`src/rtl/oooIqPkg.sv`:
```
package oooIqPkg;
  localparam int IQ_DEPTH = 8;
  localparam int ISSUE_W  = 2;
  localparam int TAG_W    = 6;
  localparam int AGE_W    = 8;
  localparam int NPHYS    = 1 << TAG_W;
  localparam int IDX_W    = $clog2(IQ_DEPTH);

  typedef enum logic [1:0] {
    CLS_RR = 2'd0,
    CLS_RI = 2'd1,
    CLS_LD = 2'd2,
    CLS_ST = 2'd3
  } opClassE;

  typedef struct packed {
    logic             valid;
    opClassE          cls;
    logic [TAG_W-1:0] srcA;
    logic [TAG_W-1:0] srcB;
    logic [TAG_W-1:0] dst;
    logic             rdyA;
    logic             rdyB;
    logic [AGE_W-1:0] age;
  } iqEntryT;

  // strobes from control to datapath
  typedef struct packed {
    logic [IQ_DEPTH-1:0]             alloc;
    logic [IQ_DEPTH-1:0]             grant;
    logic [ISSUE_W-1:0]              slotValid;
    logic [ISSUE_W-1:0][IDX_W-1:0]   slotIdx;
  } iqStrobeT;

  function automatic logic usesSrcB(opClassE c);
    return (c == CLS_RR) || (c == CLS_ST);
  endfunction

  function automatic logic isMemOp(opClassE c);
    return (c == CLS_LD) || (c == CLS_ST);
  endfunction
endpackage

```
`src/rtl/iqDatapath.sv`:
```
module iqDatapath
  import oooIqPkg::*;
(
  input  logic                            clk,
  input  logic                            rstN,
  input  iqStrobeT                        strb,
  input  logic [1:0]                      dispClass,
  input  logic [TAG_W-1:0]                dispSrcA,
  input  logic [TAG_W-1:0]                dispSrcB,
  input  logic [TAG_W-1:0]                dispDst,
  input  logic [AGE_W-1:0]                dispAge,
  input  logic [NPHYS-1:0]                regReady,
  output iqEntryT [IQ_DEPTH-1:0]          q,
  output logic [ISSUE_W-1:0][AGE_W-1:0]   slotAge,
  output logic [ISSUE_W-1:0]              wbValidV,
  output logic [ISSUE_W-1:0][TAG_W-1:0]   wbTagV
);
  iqEntryT newEntry;

  function automatic logic snoop(logic [TAG_W-1:0] t,
                                 logic [ISSUE_W-1:0] v,
                                 logic [ISSUE_W-1:0][TAG_W-1:0] tags);
    logic hit;
    hit = 1'b0;
    for (int k = 0; k < ISSUE_W; k++)
      if (v[k] && tags[k] == t) hit = 1'b1;
    return hit;
  endfunction

  always_comb begin
    newEntry.valid = 1'b1;
    newEntry.cls   = opClassE'(dispClass);
    newEntry.srcA  = dispSrcA;
    newEntry.srcB  = dispSrcB;
    newEntry.dst   = dispDst;
    newEntry.age   = dispAge;
    newEntry.rdyA  = regReady[dispSrcA] | snoop(dispSrcA, wbValidV, wbTagV);
    newEntry.rdyB  = !usesSrcB(opClassE'(dispClass)) | regReady[dispSrcB]
                   | snoop(dispSrcB, wbValidV, wbTagV);
  end

  always_ff @(posedge clk or negedge rstN) begin
    if (!rstN) begin
      q <= '0;
    end else begin
      for (int e = 0; e < IQ_DEPTH; e++) begin
        if (strb.grant[e]) q[e].valid <= 1'b0;
        for (int k = 0; k < ISSUE_W; k++) begin
          if (wbValidV[k] && wbTagV[k] == q[e].srcA) q[e].rdyA <= 1'b1;
          if (wbValidV[k] && wbTagV[k] == q[e].srcB) q[e].rdyB <= 1'b1;
        end
        if (strb.alloc[e]) q[e] <= newEntry;
      end
    end
  end

  always_ff @(posedge clk or negedge rstN) begin
    if (!rstN) begin
      wbValidV <= '0;
      wbTagV   <= '0;
    end else begin
      for (int s = 0; s < ISSUE_W; s++) begin
        wbValidV[s] <= strb.slotValid[s] && (q[strb.slotIdx[s]].cls != CLS_ST);
        wbTagV[s]   <= q[strb.slotIdx[s]].dst;
      end
    end
  end

  always_comb
    for (int s = 0; s < ISSUE_W; s++) slotAge[s] = q[strb.slotIdx[s]].age;
endmodule

```
`src/rtl/iqControl.sv`:
```
module iqControl
  import oooIqPkg::*;
(
  input  iqEntryT [IQ_DEPTH-1:0] q,
  input  logic                   dispValid,
  output iqStrobeT               strb,
  output logic                   dispReady
);
  logic [IQ_DEPTH-1:0] elig;
  logic [IQ_DEPTH-1:0] taken;
  logic                found;
  logic [IDX_W-1:0]    pick;
  logic                allocDone;

  // eligibility: operands ready and no older conflicting memory op queued
  always_comb begin
    for (int e = 0; e < IQ_DEPTH; e++) begin
      elig[e] = q[e].valid && q[e].rdyA && q[e].rdyB;
      if (isMemOp(q[e].cls))
        for (int j = 0; j < IQ_DEPTH; j++)
          if (j != e && q[j].valid && q[j].age < q[e].age &&
              (q[j].cls == CLS_ST ||
               (q[e].cls == CLS_ST && q[j].cls == CLS_LD)))
            elig[e] = 1'b0;
    end
  end

  // oldest-first selection, one pass per issue slot
  always_comb begin
    taken          = '0;
    strb.slotValid = '0;
    strb.slotIdx   = '0;
    for (int s = 0; s < ISSUE_W; s++) begin
      found = 1'b0;
      pick  = '0;
      for (int e = 0; e < IQ_DEPTH; e++)
        if (elig[e] && !taken[e] && (!found || q[e].age < q[pick].age)) begin
          found = 1'b1;
          pick  = IDX_W'(e);
        end
      strb.slotValid[s] = found;
      strb.slotIdx[s]   = pick;
      if (found) taken[pick] = 1'b1;
    end
    strb.grant = taken;
  end

  // first free slot takes the dispatch
  always_comb begin
    dispReady  = 1'b0;
    allocDone  = 1'b0;
    strb.alloc = '0;
    for (int e = 0; e < IQ_DEPTH; e++)
      if (!q[e].valid) begin
        dispReady = 1'b1;
        if (dispValid && !allocDone) begin
          strb.alloc[e] = 1'b1;
          allocDone     = 1'b1;
        end
      end
  end
endmodule

```
`src/rtl/oooIssueSched.sv`:
```
module oooIssueSched
  import oooIqPkg::*;
(
  input  logic                       clk,
  input  logic                       rstN,
  input  logic                       dispValid,
  input  logic [1:0]                 dispClass,
  input  logic [TAG_W-1:0]           dispSrcA,
  input  logic [TAG_W-1:0]           dispSrcB,
  input  logic [TAG_W-1:0]           dispDst,
  input  logic [AGE_W-1:0]           dispAge,
  input  logic [NPHYS-1:0]           regReady,
  output logic                       dispReady,
  output logic [ISSUE_W-1:0]         issueValid,
  output logic [ISSUE_W*AGE_W-1:0]   issueAge,
  output logic [ISSUE_W-1:0]         wbValid,
  output logic [ISSUE_W*TAG_W-1:0]   wbTag
);
  iqStrobeT                       strb;
  iqEntryT [IQ_DEPTH-1:0]         q;
  logic [ISSUE_W-1:0][AGE_W-1:0]  slotAge;
  logic [ISSUE_W-1:0][TAG_W-1:0]  wbTagV;
  logic [IQ_DEPTH-1:0]            occVec;

  iqControl ctrl (
    .q(q), .dispValid(dispValid), .strb(strb), .dispReady(dispReady)
  );

  iqDatapath dp (
    .clk(clk), .rstN(rstN), .strb(strb),
    .dispClass(dispClass), .dispSrcA(dispSrcA), .dispSrcB(dispSrcB),
    .dispDst(dispDst), .dispAge(dispAge), .regReady(regReady),
    .q(q), .slotAge(slotAge), .wbValidV(wbValid), .wbTagV(wbTagV)
  );

  assign issueValid = strb.slotValid;

  for (genvar s = 0; s < ISSUE_W; s++) begin : g_slot
    assign issueAge[s*AGE_W +: AGE_W] = slotAge[s];
    assign wbTag[s*TAG_W +: TAG_W]    = wbTagV[s];
  end

  for (genvar e = 0; e < IQ_DEPTH; e++) begin : g_occ
    assign occVec[e] = q[e].valid;
  end
endmodule

```
`config.mk`:
```
export PLATFORM = sky130hd
export DESIGN_NAME = oooIssueSched
export DESIGN_NICKNAME = d
export VERILOG_FILES = /design/src/rtl/oooIqPkg.sv /design/src/rtl/iqDatapath.sv /design/src/rtl/iqControl.sv /design/src/rtl/oooIssueSched.sv
export SDC_FILE = /design/constraint.sdc
export NUM_CORES = 2
export LEC_CHECK = 0
export BUFFER_PORTS_ARGS = -buffer_cell sky130_fd_sc_hd__buf_2
export CORE_MARGIN = 2
export CORE_UTILIZATION = 45
export CTS_BUF_LIST = sky130_fd_sc_hd__clkbuf_2 sky130_fd_sc_hd__clkbuf_4 sky130_fd_sc_hd__clkbuf_8
export DETAILED_ROUTE_END_ITERATION = 16
export HOLD_SLACK_MARGIN = 0.15
export PLACE_DENSITY = 0.63
export REMOVE_ABC_BUFFERS = 1
export SETUP_SLACK_MARGIN = 0.2
export SYNTH_ARGS = -nofsm -noshare
export SYNTH_HDL_FRONTEND = slang
export SYNTH_HIERARCHICAL = 1
export SYNTH_SLANG_ARGS = --single-unit
export TNS_END_PERCENT = 10
```
`constraint.sdc`:
```
create_clock -name clk -period 38.4 [get_ports clk]
set_input_delay 11.52 -clock clk [delete_from_list [all_inputs] [get_ports clk]]
set_output_delay 11.52 -clock clk [all_outputs]
set_load 0.02 [all_outputs]
```
==> impl_metrics.ini <==
[die]
die_h_um = 248
die_w_um = 248
coreArea_um2 = 58900
io_pins = 128
start_util_pct = 45.4
die-area_um2 = 61400
num_rows = 89

[sta]
setup_viol = 8
skew_ns = 0.0451
grt_setup_unrepaired = true
worstMarginPinSlew_ns = 1.34
hold_viol = 0
fmax_mhz = 25.6
setup_ws_ns = -0.638
slew_viol_final = 0
min_period_ns = 39.04
max-slew-margin-rel_pct = 10.6
whs_ns = 0.528
fin_crit_sh_pct = 102

[logic_synthesis]
synth_seq_cells = 262
seq_area_frac_synth_pct = 24.5
synthArstFlopShare_pct = 100
synthFlopType = dfrtp_1
syn_area_um2 = 26800
ys_top_cells_by_area = dfrtp_1, ha_1, mux2_2, mux4_2, xor2_1
yosysWarningCount = 6
avgSynthCellArea_um2 = 9.71
netlist_instances = 2754
synth_top_cell_by_area = dfrtp_1
synthDistinctLibCells = 107
synth.top_cell.area_share_pct = 24.5
synth_edf_count = 0

[worst_setup_path]
cp.arrival_ns = 27.52
crit_path_max_fanout = 8
crit_path_max_incr_delay_ns = 0.49
path_common_cell = a21o_1
start_kind = flip-flop
worst_setup_path_end_kind = output pin
reg2regPathDepth = 157
ff2ff_setup_slack_ns = 11.23
critPathKind = flip-flop to output pin
reg2reg_from = dp/q[1]
worst_path_max_delay_cell = o32a_1
reg2reg_to = dp/wbTagV[11]
worstPathRequired_ns = 26.88

[outcome]
status = finished with violations
violations = setup timing

[drt]
wl_per_cell_um = 30.2
vias = 27400
wl_um = 127000
viasPerCell = 6.55
firstDrtPassIters = 5
drc_errors = 0
dr.first_iter.drc_count = 2655
antenna_left = 0

[worst_hold_path]
worst_hold_path.endpoint = dp/q[138]
hp-start = dp/q[138]
min_path_type = flip-flop to flip-flop
min_delay_path_depth = 1

[cells_and_area]
utilization_pct = 58.1
antennaDiodeCount = 0
drive_gt1_share_pct = 39.1
syn2layout_area_growth_pct = 27.9
nNetsFinal = 3781

[place]
port_buffers = 127
hpwl_um = 94400
gp_congestion = 1.06

[clock_tree]
clk-insertion-delay-late_ns = 0.62
tritoncts = done
cts_buffer_depth = 3
numCtsBuffers = 43
cts-root-buf = clkbuf_8
h-tree-depth = 2
clock_sinks = 262
clk_pin_slew_worst_paths_ns = 0.06

[job]
max_cap_violations = 0

[grt]
grt_max_degree = 84
grt_usage_pct = 40.7
grt_pass1_vias = 27600
grt-ovfl-total = 0
antenna_found_initial = 6
grt_pass1_wl_um = 183000
## cells in the final DEF (no fill, tap or decap), types with 33 or more instances in the layout
| cell | netlist | final |
|---|---|---|
| a211oi_1 | 40 | 35 |
| a21o_1 | 72 | 72 |
| a21oi_1 | 145 | 126 |
| buf_2 | 24 | 125 |
| buf_4 | 2 | 587 |
| clkbuf_8 | 0 | 56 |
| dfrtp_1 | 262 | 258 |
| ha_1 | 308 | 304 |
| inv_1 | 80 | 78 |
| mux2_2 | 257 | 256 |
| mux2i_1 | 51 | 43 |
| mux4_2 | 79 | 79 |
| nand2_1 | 147 | 141 |
| nand3_1 | 76 | 74 |
| nand4_1 | 87 | 87 |
| nor2_1 | 92 | 85 |
| nor2b_1 | 37 | 33 |
| nor4_1 | 54 | 53 |
| o211ai_1 | 54 | 54 |
| o21ai_0 | 137 | 109 |
| o21ai_1 | 19 | 33 |
| xnor2_1 | 108 | 108 |
| xor2_1 | 109 | 109 |
## worst max-delay path by stage
stage                     slack (ns)  depth (start not counted)      endpoint      start
after floorplan                -4.80                        140  issueAge[10]  dp/q[125]
after global placement         -1.34                        143  issueAge[11]    dp/q[6]
after detailed placement       -1.80                        148  issueAge[11]    dp/q[6]
after CTS                       0.04                        160  issueAge[11]    dp/q[1]
after global routing           -2.03                        156  issueAge[11]    dp/q[4]
final                          -0.64                        156  issueAge[11]    dp/q[1]
## worst max-delay path, delay by kind of cell, from the launching register on
family	cells	cell delay [ns]
flops	1	0.41
fa+ha+maj	13	3.40
compound gates	80	13.42
simple gates	40	5.20
mux	8	2.01
buf+inv	15	2.47
## synthesized netlist by cell type, types with 9 or more instances
master      n
ha_1      308
dfrtp_1   262
mux2_2    257
nand2_1   147
a21oi_1   145
o21ai_0   137
clkbuf_1  122
xor2_1    109
xnor2_1   108
nor2_1     92
nand4_1    87
inv_1      80
mux4_2     79
nand3_1    76
a21o_1     72
nor4_1     54
o211ai_1   54
mux2i_1    51
a211oi_1   40
nor2b_1    37
a31oi_1    25
and2_1     24
buf_2      24
o21a_1     24
nor3_1     23
o21ai_1    19
and3_1     17
o221ai_1   17
nand2b_1   16
o211a_1    15
a22oi_1    12
o21bai_1   12
a221oi_1    9
o22ai_1     9
## metrics by stage
stage | cells | TNS, ns | instance area (um2) | worst slack, ns
floorplan | 2592 | -38.43 | 26100 | -4.80
global placement | 4051 | -10.48 | 32100 | -1.34
detailed placement | 4051 | -14.25 | 32100 | -1.80
CTS | 4177 | 0 | 34000 | 0.0411
global route | 4185 | -16.06 | 34200 | -2.03
finish | 4185 | -4.82 | 34200 | -0.638
## cell families (layout without fill, tap and decap cells)
logic type               after synthesis  count (layout)  synth area share [%]
buffers and inverters                243             901                  3.75
AO/OA/AOI/OAI                        707             707                  18.4
adder cells (fa/ha/maj)              308             308                  14.4
flip-flops                           262             262                  24.5
multiplexers                         392             392                  19.6
XOR/XNOR                             217             217                  7.10
AND/OR/NAND/NOR                      625             625                  12.2
## cell type report
class / instances / area (um2)
clock buffers: 70 / 876
multi-input cells: 2249 / 19900
flip-flops and latches: 262 / 6560
repair buffers: 741 / 5490
fillers: 5160 / 24700
well taps: 773 / 967
inverters: 81 / 304
clock inverters: 9 / 120
## flip-flops by register name (all words and copies together) (netlist names)
name         flops
dp/wbTagV       12
dp/q           248
dp/wbValidV      2
## metal layers
metal | part of all wire (%) | track usage (%) | up-vias
met3 | 9.3 | 8.97 | 543
met1 | 38 | 49.4 | 13600
met4 | 8.3 | 28.0 | 8
li1 | - | - | 11800
met5 | 0.047 | 0 | -
met2 | 45 | 64.5 | 1505
## what timing repair did
item,4_1_cts,5_1_grt
endpoints found under the setup margin,8,8
endpoints found under the hold margin,0,0
pin swaps,88,24
gates resized for setup,157,29
gates cloned,1,0
buffers inserted,46,8
hold buffers,0,0
Power is left out: the tool's default activity adds up to more than one toggle a clock period on the data nets, which glitch-free logic cannot reach.
